<file path="src/rtl/uart_chan_pkg.sv">
package uart_chan_pkg;
  typedef enum logic [2:0] {
    PH_IDLE, PH_START, PH_DATA, PH_PAR, PH_STOP, PH_HOLD
  } phase_e;

  localparam int OVS = 16;

  function automatic logic [3:0] char_len(input logic [1:0] sel);
    return 4'd5 + {2'b00, sel};
  endfunction
endpackage

</file>
<file path="src/rtl/uart_chan_baud.sv">
module uart_chan_baud #(
  parameter int DIV_W = 16
) (
  input  logic             clk,
  input  logic             rst_n,
  input  logic [DIV_W-1:0] divisor,
  input  logic             prescale_en,
  output logic             tick
);
  logic [1:0]       pre_q, pre_d;
  logic [DIV_W-1:0] cnt_q, cnt_d, lim;
  logic             pre_tick;

  always_comb begin
    lim      = (divisor == '0) ? '0 : divisor - 1'b1;
    pre_tick = !prescale_en || (pre_q == 2'd3);
    pre_d    = prescale_en ? pre_q + 2'd1 : 2'd0;
    cnt_d    = cnt_q;
    tick     = 1'b0;
    if (pre_tick) begin
      if (cnt_q >= lim) begin
        cnt_d = '0;
        tick  = 1'b1;
      end else begin
        cnt_d = cnt_q + 1'b1;
      end
    end
  end

  always_ff @(posedge clk or negedge rst_n) begin
    if (!rst_n) begin
      pre_q <= 2'd0;
      cnt_q <= '0;
    end else begin
      pre_q <= pre_d;
      cnt_q <= cnt_d;
    end
  end

  assert_tick_spacing_R5: assert property (@(posedge clk) disable iff (!rst_n)
    tick && $past(tick) |-> !prescale_en && divisor <= 16'd1);
endmodule

</file>
<file path="src/rtl/uart_chan_tx.sv">
module uart_chan_tx
  import uart_chan_pkg::*;
(
  input  logic       clk,
  input  logic       rst_n,
  input  logic       tick,
  input  logic [1:0] len_sel,
  input  logic       par_en,
  input  logic       par_even,
  input  logic       two_stop,
  input  logic       brk_req,
  input  logic [7:0] din,
  input  logic       din_valid,
  output logic       din_ready,
  output logic       txd
);
  localparam logic [4:0] LAST_ONE = 5'(OVS - 1);
  localparam logic [4:0] LAST_HALF = 5'(OVS + OVS/2 - 1);
  localparam logic [4:0] LAST_TWO = 5'(2*OVS - 1);

  phase_e     ph_q, ph_d;
  logic [4:0] cnt_q, cnt_d, bit_last, stop_last;
  logic [2:0] idx_q, idx_d;
  logic [7:0] sh_q, sh_d, mask, masked;
  logic       par_q, par_d, line;
  logic [3:0] nbits;

  always_comb begin
    nbits     = char_len(len_sel);
    mask      = 8'hFF >> (4'd8 - nbits);
    masked    = din & mask;
    stop_last = !two_stop ? LAST_ONE : (len_sel == 2'd0 ? LAST_HALF : LAST_TWO);
    bit_last  = (ph_q == PH_STOP) ? stop_last : LAST_ONE;
    ph_d  = ph_q;
    cnt_d = cnt_q;
    idx_d = idx_q;
    sh_d  = sh_q;
    par_d = par_q;
    case (ph_q)
      PH_START: line = 1'b0;
      PH_DATA:  line = sh_q[0];
      PH_PAR:   line = par_q;
      default:  line = 1'b1;
    endcase
    if (ph_q == PH_IDLE) begin
      if (din_valid) begin
        ph_d  = PH_START;
        cnt_d = 5'd0;
        sh_d  = masked;
        par_d = par_even ? ^masked : ~^masked;
      end
    end else if (tick) begin
      cnt_d = cnt_q + 5'd1;
      if (cnt_q == bit_last) begin
        cnt_d = 5'd0;
        case (ph_q)
          PH_START: begin
            ph_d  = PH_DATA;
            idx_d = 3'd0;
          end
          PH_DATA: begin
            sh_d = sh_q >> 1;
            if ({1'b0, idx_q} == nbits - 4'd1) ph_d = par_en ? PH_PAR : PH_STOP;
            else idx_d = idx_q + 3'd1;
          end
          PH_PAR:  ph_d = PH_STOP;
          default: ph_d = PH_IDLE;
        endcase
      end
    end
  end

  always_ff @(posedge clk or negedge rst_n) begin
    if (!rst_n) begin
      ph_q  <= PH_IDLE;
      cnt_q <= 5'd0;
      idx_q <= 3'd0;
      sh_q  <= 8'd0;
      par_q <= 1'b0;
    end else begin
      ph_q  <= ph_d;
      cnt_q <= cnt_d;
      idx_q <= idx_d;
      sh_q  <= sh_d;
      par_q <= par_d;
    end
  end

  assign din_ready = (ph_q == PH_IDLE);
  assign txd       = line && !brk_req;

  assert_start_low_R2: assert property (@(posedge clk) disable iff (!rst_n)
    din_ready && din_valid |=> !txd && !din_ready);
endmodule

</file>
<file path="src/rtl/uart_chan_rx.sv">
module uart_chan_rx
  import uart_chan_pkg::*;
(
  input  logic       clk,
  input  logic       rst_n,
  input  logic       tick,
  input  logic [1:0] len_sel,
  input  logic       par_en,
  input  logic       par_even,
  input  logic       rxd,
  output logic [7:0] dout,
  output logic       dout_valid,
  output logic       perr,
  output logic       ferr,
  output logic       brk
);
  localparam logic [3:0] MID = 4'(OVS/2 - 1);
  localparam logic [3:0] LAST = 4'(OVS - 1);

  phase_e     ph_q, ph_d;
  logic [3:0] cnt_q, cnt_d, nbits;
  logic [2:0] idx_q, idx_d;
  logic [7:0] sh_q, sh_d, got, data_q, data_d;
  logic       s1_q, rx_s, pb_q, pb_d, zero;
  logic       valid_q, valid_d, perr_q, perr_d, ferr_q, ferr_d, brk_q, brk_d;

  always_comb begin
    nbits   = char_len(len_sel);
    got     = sh_q >> (4'd8 - nbits);
    zero    = (got == 8'd0) && !(par_en && pb_q) && !rx_s;
    ph_d    = ph_q;
    cnt_d   = cnt_q;
    idx_d   = idx_q;
    sh_d    = sh_q;
    pb_d    = pb_q;
    data_d  = data_q;
    valid_d = 1'b0;
    perr_d  = 1'b0;
    ferr_d  = 1'b0;
    brk_d   = 1'b0;
    if (ph_q == PH_IDLE) begin
      if (tick && !rx_s) begin
        ph_d  = PH_START;
        cnt_d = 4'd0;
      end
    end else if (ph_q == PH_HOLD) begin
      if (rx_s) ph_d = PH_IDLE;
    end else if (tick) begin
      cnt_d = cnt_q + 4'd1;
      case (ph_q)
        PH_START: begin
          if (cnt_q == MID && rx_s) ph_d = PH_IDLE;
          else if (cnt_q == LAST) begin
            ph_d  = PH_DATA;
            idx_d = 3'd0;
          end
        end
        PH_DATA: begin
          if (cnt_q == MID) sh_d = {rx_s, sh_q[7:1]};
          if (cnt_q == LAST) begin
            if ({1'b0, idx_q} == nbits - 4'd1) ph_d = par_en ? PH_PAR : PH_STOP;
            else idx_d = idx_q + 3'd1;
          end
        end
        PH_PAR: begin
          if (cnt_q == MID) pb_d = rx_s;
          if (cnt_q == LAST) ph_d = PH_STOP;
        end
        default: begin
          if (cnt_q == MID) begin
            valid_d = 1'b1;
            data_d  = got;
            brk_d   = zero;
            ferr_d  = !rx_s && !zero;
            perr_d  = par_en && !zero && (pb_q != (par_even ? ^got : ~^got));
            ph_d    = rx_s ? PH_IDLE : PH_HOLD;
          end
        end
      endcase
    end
  end

  always_ff @(posedge clk or negedge rst_n) begin
    if (!rst_n) begin
      s1_q    <= 1'b1;
      rx_s    <= 1'b1;
      ph_q    <= PH_IDLE;
      cnt_q   <= 4'd0;
      idx_q   <= 3'd0;
      sh_q    <= 8'd0;
      pb_q    <= 1'b0;
      data_q  <= 8'd0;
      valid_q <= 1'b0;
      perr_q  <= 1'b0;
      ferr_q  <= 1'b0;
      brk_q   <= 1'b0;
    end else begin
      s1_q    <= rxd;
      rx_s    <= s1_q;
      ph_q    <= ph_d;
      cnt_q   <= cnt_d;
      idx_q   <= idx_d;
      sh_q    <= sh_d;
      pb_q    <= pb_d;
      data_q  <= data_d;
      valid_q <= valid_d;
      perr_q  <= perr_d;
      ferr_q  <= ferr_d;
      brk_q   <= brk_d;
    end
  end

  assign dout       = data_q;
  assign dout_valid = valid_q;
  assign perr       = perr_q;
  assign ferr       = ferr_q;
  assign brk        = brk_q;

  assert_single_pulse_R6: assert property (@(posedge clk) disable iff (!rst_n)
    dout_valid |=> !dout_valid);
  assert_break_zero_R9: assert property (@(posedge clk) disable iff (!rst_n)
    brk |-> dout_valid && dout == 8'd0 && !ferr && !perr);
endmodule

</file>
<file path="src/rtl/uart_chan.sv">
module uart_chan #(
  parameter int DIV_W = 16
) (
  input  logic             clk,
  input  logic             rst_n,
  input  logic [DIV_W-1:0] divisor,
  input  logic             prescale_en,
  input  logic [1:0]       len_sel,
  input  logic             par_en,
  input  logic             par_even,
  input  logic             two_stop,
  input  logic             tx_break,
  input  logic [7:0]       tx_data,
  input  logic             tx_valid,
  output logic             tx_ready,
  output logic             tx,
  input  logic             rx,
  output logic [7:0]       rx_data,
  output logic             rx_valid,
  output logic             rx_parity_err,
  output logic             rx_frame_err,
  output logic             rx_break
);
  logic rst_m_q, rst_s_q, tick;

  always_ff @(posedge clk or negedge rst_n) begin
    if (!rst_n) begin
      rst_m_q <= 1'b0;
      rst_s_q <= 1'b0;
    end else begin
      rst_m_q <= 1'b1;
      rst_s_q <= rst_m_q;
    end
  end

  uart_chan_baud #(.DIV_W(DIV_W)) u_baud (
    .clk(clk), .rst_n(rst_s_q), .divisor(divisor),
    .prescale_en(prescale_en), .tick(tick)
  );

  uart_chan_tx u_tx (
    .clk(clk), .rst_n(rst_s_q), .tick(tick), .len_sel(len_sel),
    .par_en(par_en), .par_even(par_even), .two_stop(two_stop),
    .brk_req(tx_break), .din(tx_data), .din_valid(tx_valid),
    .din_ready(tx_ready), .txd(tx)
  );

  uart_chan_rx u_rx (
    .clk(clk), .rst_n(rst_s_q), .tick(tick), .len_sel(len_sel),
    .par_en(par_en), .par_even(par_even), .rxd(rx),
    .dout(rx_data), .dout_valid(rx_valid), .perr(rx_parity_err),
    .ferr(rx_frame_err), .brk(rx_break)
  );

  assert_break_line_R11: assert property (@(posedge clk) disable iff (!rst_s_q)
    $past(tx_break) && tx_break |-> !tx);
endmodule

</file>
<file path="config.mk">
export PLATFORM = sky130hd
export DESIGN_NAME = uart_chan
export DESIGN_NICKNAME = d
export VERILOG_FILES = /design/src/rtl/uart_chan_pkg.sv /design/src/rtl/uart_chan_baud.sv /design/src/rtl/uart_chan_tx.sv /design/src/rtl/uart_chan_rx.sv /design/src/rtl/uart_chan.sv
export SDC_FILE = /design/constraint.sdc
export NUM_CORES = 1
export LEC_CHECK = 0
export ABC_AREA = 1
export BUFFER_PORTS_ARGS = -buffer_cell sky130_fd_sc_hd__buf_2
export CAP_MARGIN = 20
export CORE_MARGIN = 4
export CORE_UTILIZATION = 40
export DETAILED_ROUTE_END_ITERATION = 8
export HOLD_SLACK_MARGIN = 0.12
export PLACE_DENSITY = 0.59
export SYNTH_ARGS = -nofsm -noshare
export SYNTH_HDL_FRONTEND = slang
export SYNTH_SLANG_ARGS = --single-unit
</file>
<file path="constraint.sdc">
create_clock -name clk -period 2.7 [get_ports clk]
set_clock_uncertainty 0.2 [all_clocks]
set_input_delay 0.675 -clock clk [delete_from_list [all_inputs] [get_ports clk]]
set_output_delay 0.675 -clock clk [all_outputs]
set_load 0.1 [all_outputs]
</file>
==> results.json <==
{
  "status": "finished, violations left",
  "violations": "setup timing",
  "min_period_ns": 3.10,
  "grt_util_all_layers_pct": 17.4,
  "crit_path_start_kind": "input port",
  "cp_data_arrival_time_ns": 3.12,
  "synth-seq-cells": 73,
  "drc": 0,
  "synth_area_leaders": "dfrtp_1 (36%), nand2_1 (16%), ha_1 (7.5%)",
  "drive_gt1_share_pct": 33.9,
  "clock_latency_ns": 0.34,
  "r2r_cells": 15,
  "dpl_cell_area_mm2": 0.00598,
  "core-area_mm2": 0.0121,
  "setup_viol": 66,
  "fin_crit_sh_pct": 115,
  "h-tree-depth": 3,
  "detailedPlace.worstSlack_ns": -0.865,
  "met1_usage_pct": 23.3,
  "timing.final.ws_setup_ns": -0.397,
  "syn_area_mm2": 0.00499,
  "first_pass_iters": 5,
  "hold_viol": 0,
  "synthArstFlopShare_pct": 100,
  "ys_seq_area_share_pct": 36.7,
  "initial_core_util_pct": 41.2,
  "path_delay_family": "simple AND/OR/NAND/NOR gates",
  "relSlewSlack_pct": 56.2,
  "crit_cells": 22,
  "max_freq_mhz": 323,
  "r2r_end": "u_tx.sh_q[1]",
  "cts_root_buf": "clkbuf_16",
  "synth_top_area_cell": "dfrtp_1",
  "worstMarginPinSlew_ns": 0.657,
  "rsz0062_at_grt": "yes",
  "drtIter0Drc": 193,
  "synth.distinct_cells": 44,
  "use_met3_pct": 4.01,
  "critPathKind": "in2reg",
  "dieHeight_um": 120,
  "clock_path_buffers": 2,
  "io_buffers": 48,
  "path_cells": "buf_8, inv_4, nand2_4, nor2_4, nand2_2, nor2_4, nand3_2, nor2_4, buf_6, a21oi_2, nand3b_1, ha_4, a21oi_2, o21ai_2, a21oi_2, nand2_4, buf_6, nand3_4, nand2_8, buf_6, nand3_2, nand2_1",
  "crit_path_top_delay_cell": "ha_4",
  "wl_per_cell_um": 12.8,
  "final_area_mm2": 0.00691,
  "grt_pass1_wl_um": 20800,
  "crit_fanout": 5,
  "hold_class": "reg2async",
  "via_count": 4768,
  "grt.busiest_layer": "met2",
  "yosysWarnings": 0,
  "drv_cap": 0,
  "tritoncts": "done",
  "via_per_inst": 4.87,
  "cts-buffers-inserted": 9,
  "path_clk_slew_ns": 0.06,
  "cp.required_ns": 2.73,
  "fin_nets": 871,
  "synth_edf_count": 0,
  "fill_cells": 1131,
  "power.leakage_nw": 3.44,
  "globalRouteOverflowTotal": 0,
  "maxSlewViolCount": 0,
  "routed_wl_um": 12500,
  "detail-route-antenna-nets": 0,
  "end_kind": "register",
  "final_core_util_pct": 57.1,
  "synthFlopType": "dfrtp_1",
  "ir_drop_v": 0.000434,
  "reg2reg_slack_ns": 0.42,
  "syn_area_per_cell_um2": 7.29,
  "antenna_cells": 0,
  "powerDensity_mw_per_mm2": 613,
  "yosys.area.top_type_share_pct": 35.6,
  "antenna_found_initial": 0,
  "die_w_um": 120,
  "rr_startpoint": "u_baud.cnt_q[7]",
  "multi_input_area_mm2": 0.00333,
  "grt_pass1_vias": 4620,
  "cts.sinks": 73,
  "synthCells": 684,
  "power_mw": 4.24,
  "placementRows": 40,
  "met2_usage_pct": 28.8,
  "syn_to_final_growth_pct": 38.6,
  "grt_max_degree": 45,
  "cpPeakStageDelay_ns": 0.29,
  "cp.buffers_inverters": 5,
  "dp_hpwl_um": 9170,
  "io_pins": 49,
  "ff_latch_area_mm2": 0.00183,
  "syn_nets": 749,
  "dieArea_mm2": 0.0143,
  "gp_congestion": 0.864
}
-- power breakdown --
group / switching, mW / internal, mW
sequential: 0.184 / 1.25
combinational: 1.04 / 0.579
clock: 0.438 / 0.748
-- cells in the mapped netlist (2+ instances only) --
library cell  count
nor2_4            2
nand4_1          17
clkbuf_1          2
inv_1            79
nor2_2            5
o31ai_1           2
ha_1             30
buf_2             2
nand2_1         208
o21ai_1           2
nor3b_1           3
nand3_1          55
nor2_1           55
o211ai_1          2
nand3b_1          6
dfstp_2           2
nand2_4           6
inv_2             6
xor2_1           19
xnor2_1          10
a31oi_1           2
a21oi_1          21
or2_2             4
buf_4             3
o21ai_0          38
nand2_2           5
dfrtp_1          71
nor3_1           11
-- layer usage --
layer / wire length (um) / part of all wire (%)
met5: 0 / 0
met4: 107 / 0.85
met3: 358 / 2.9
met2: 6250 / 50
met1: 5820 / 46
-- worst max path at each step --
stage / from / end / slack [ns]
2_1_floorplan: divisor[3] / u_rx.cnt_q[3] / -0.47
3_3_place_gp: divisor[3] / u_rx.cnt_q[0] / -0.79
3_5_place_dp: divisor[3] / u_tx.sh_q[3] / -0.86
4_1_cts: divisor[4] / u_tx.sh_q[1] / -0.34
5_1_grt: divisor[2] / u_tx.sh_q[5] / -0.55
6_report: divisor[2] / u_tx.sh_q[5] / -0.40
-- cell usage in the layout (no fill, tap or decap), types with 10 or more instances in the layout --
cell and instances:
buf_2 42, nand2_2 31, nand4_1 17, nand2_1 172, nand2_4 15, nor2_4 11
nand3_2 11, o21ai_0 20, inv_2 13, nor2_1 43, buf_4 54, dfrtp_1 70
a21oi_1 14, xnor2_1 10, nand3_1 42, xor2_1 19, o21ai_1 12, inv_1 67
buf_6 14, ha_1 24
-- metrics by stage --
stage | hold slack [ns] | instances | TNS, ns
global placement | 0.120 | 950 | -45.76
global route | 0.169 | 979 | -29.89
floorplan | 0.131 | 684 | -22.93
finish | 0.104 | 979 | -20.06
CTS | 0.141 | 973 | -18.04
detailed placement | 0.132 | 950 | -50.26
-- logic make-up (layout without fill, tap and decap cells) --
| group | count (synthesis) | in the layout | synth area share (%) |
|---|---|---|---|
| DFF | 73 | 73 | 36.7 |
| adders and majority gates | 30 | 30 | 7.53 |
| AOI/OAI and AO/OA | 72 | 72 | 7.80 |
| xor gates and xnor gates | 29 | 29 | 5.09 |
| other | 1 | 1 | 0.0752 |
| buffers and inverters | 94 | 219 | 7.50 |
| and+or+nand+nor | 385 | 387 | 35.3 |
-- cell type report --
class	count	share of cell area, %
flip-flops and latches	73	26.5
inverters	86	5.03
repair buffers	117	12.9
clock buffers	15	4.31
multi-input cells	519	48.1
well taps	168	3.04
clock inverters	1	0.109
-- flip-flops by register name, summed over array words and instances, names as in the netlist, 2 cells and up --
| name | count |
|---|---|
| u_tx.sh_q | 8 |
| u_baud.cnt_q | 16 |
| u_baud.pre_q | 2 |
| u_tx.ph_q | 3 |
| u_rx.sh_q | 8 |
| u_rx.dout | 8 |
| u_rx.cnt_q | 4 |
| u_rx.ph_q | 3 |
| u_tx.cnt_q | 5 |
| u_rx.idx_q | 3 |
| u_tx.idx_q | 3 |
-- worst register-to-register path, cell delays in order (launching register included) --
cell	delay (ns)
dfrtp_1	0.46
ha_4	0.30
nand2_1	0.05
inv_2	0.05
nand2_1	0.06
nor2_1	0.11
nor2_1	0.05
nand2_1	0.10
nand2_2	0.09
nand2_4	0.12
buf_6	0.11
nand3_4	0.12
nand2_8	0.13
nand2_8	0.09
nand2_4	0.08
nand2_2	0.05
-- timing repair --
item                                    CTS  global route
buffers inserted                          4             5
pin swaps                                23            41
hold endpoints to repair                  2             0
hold buffers                              1             0
resized for setup                        44           101
cloned                                    2             1
endpoints found under the setup margin   67            67
Note: power is estimated with default switching activity, not from simulation.
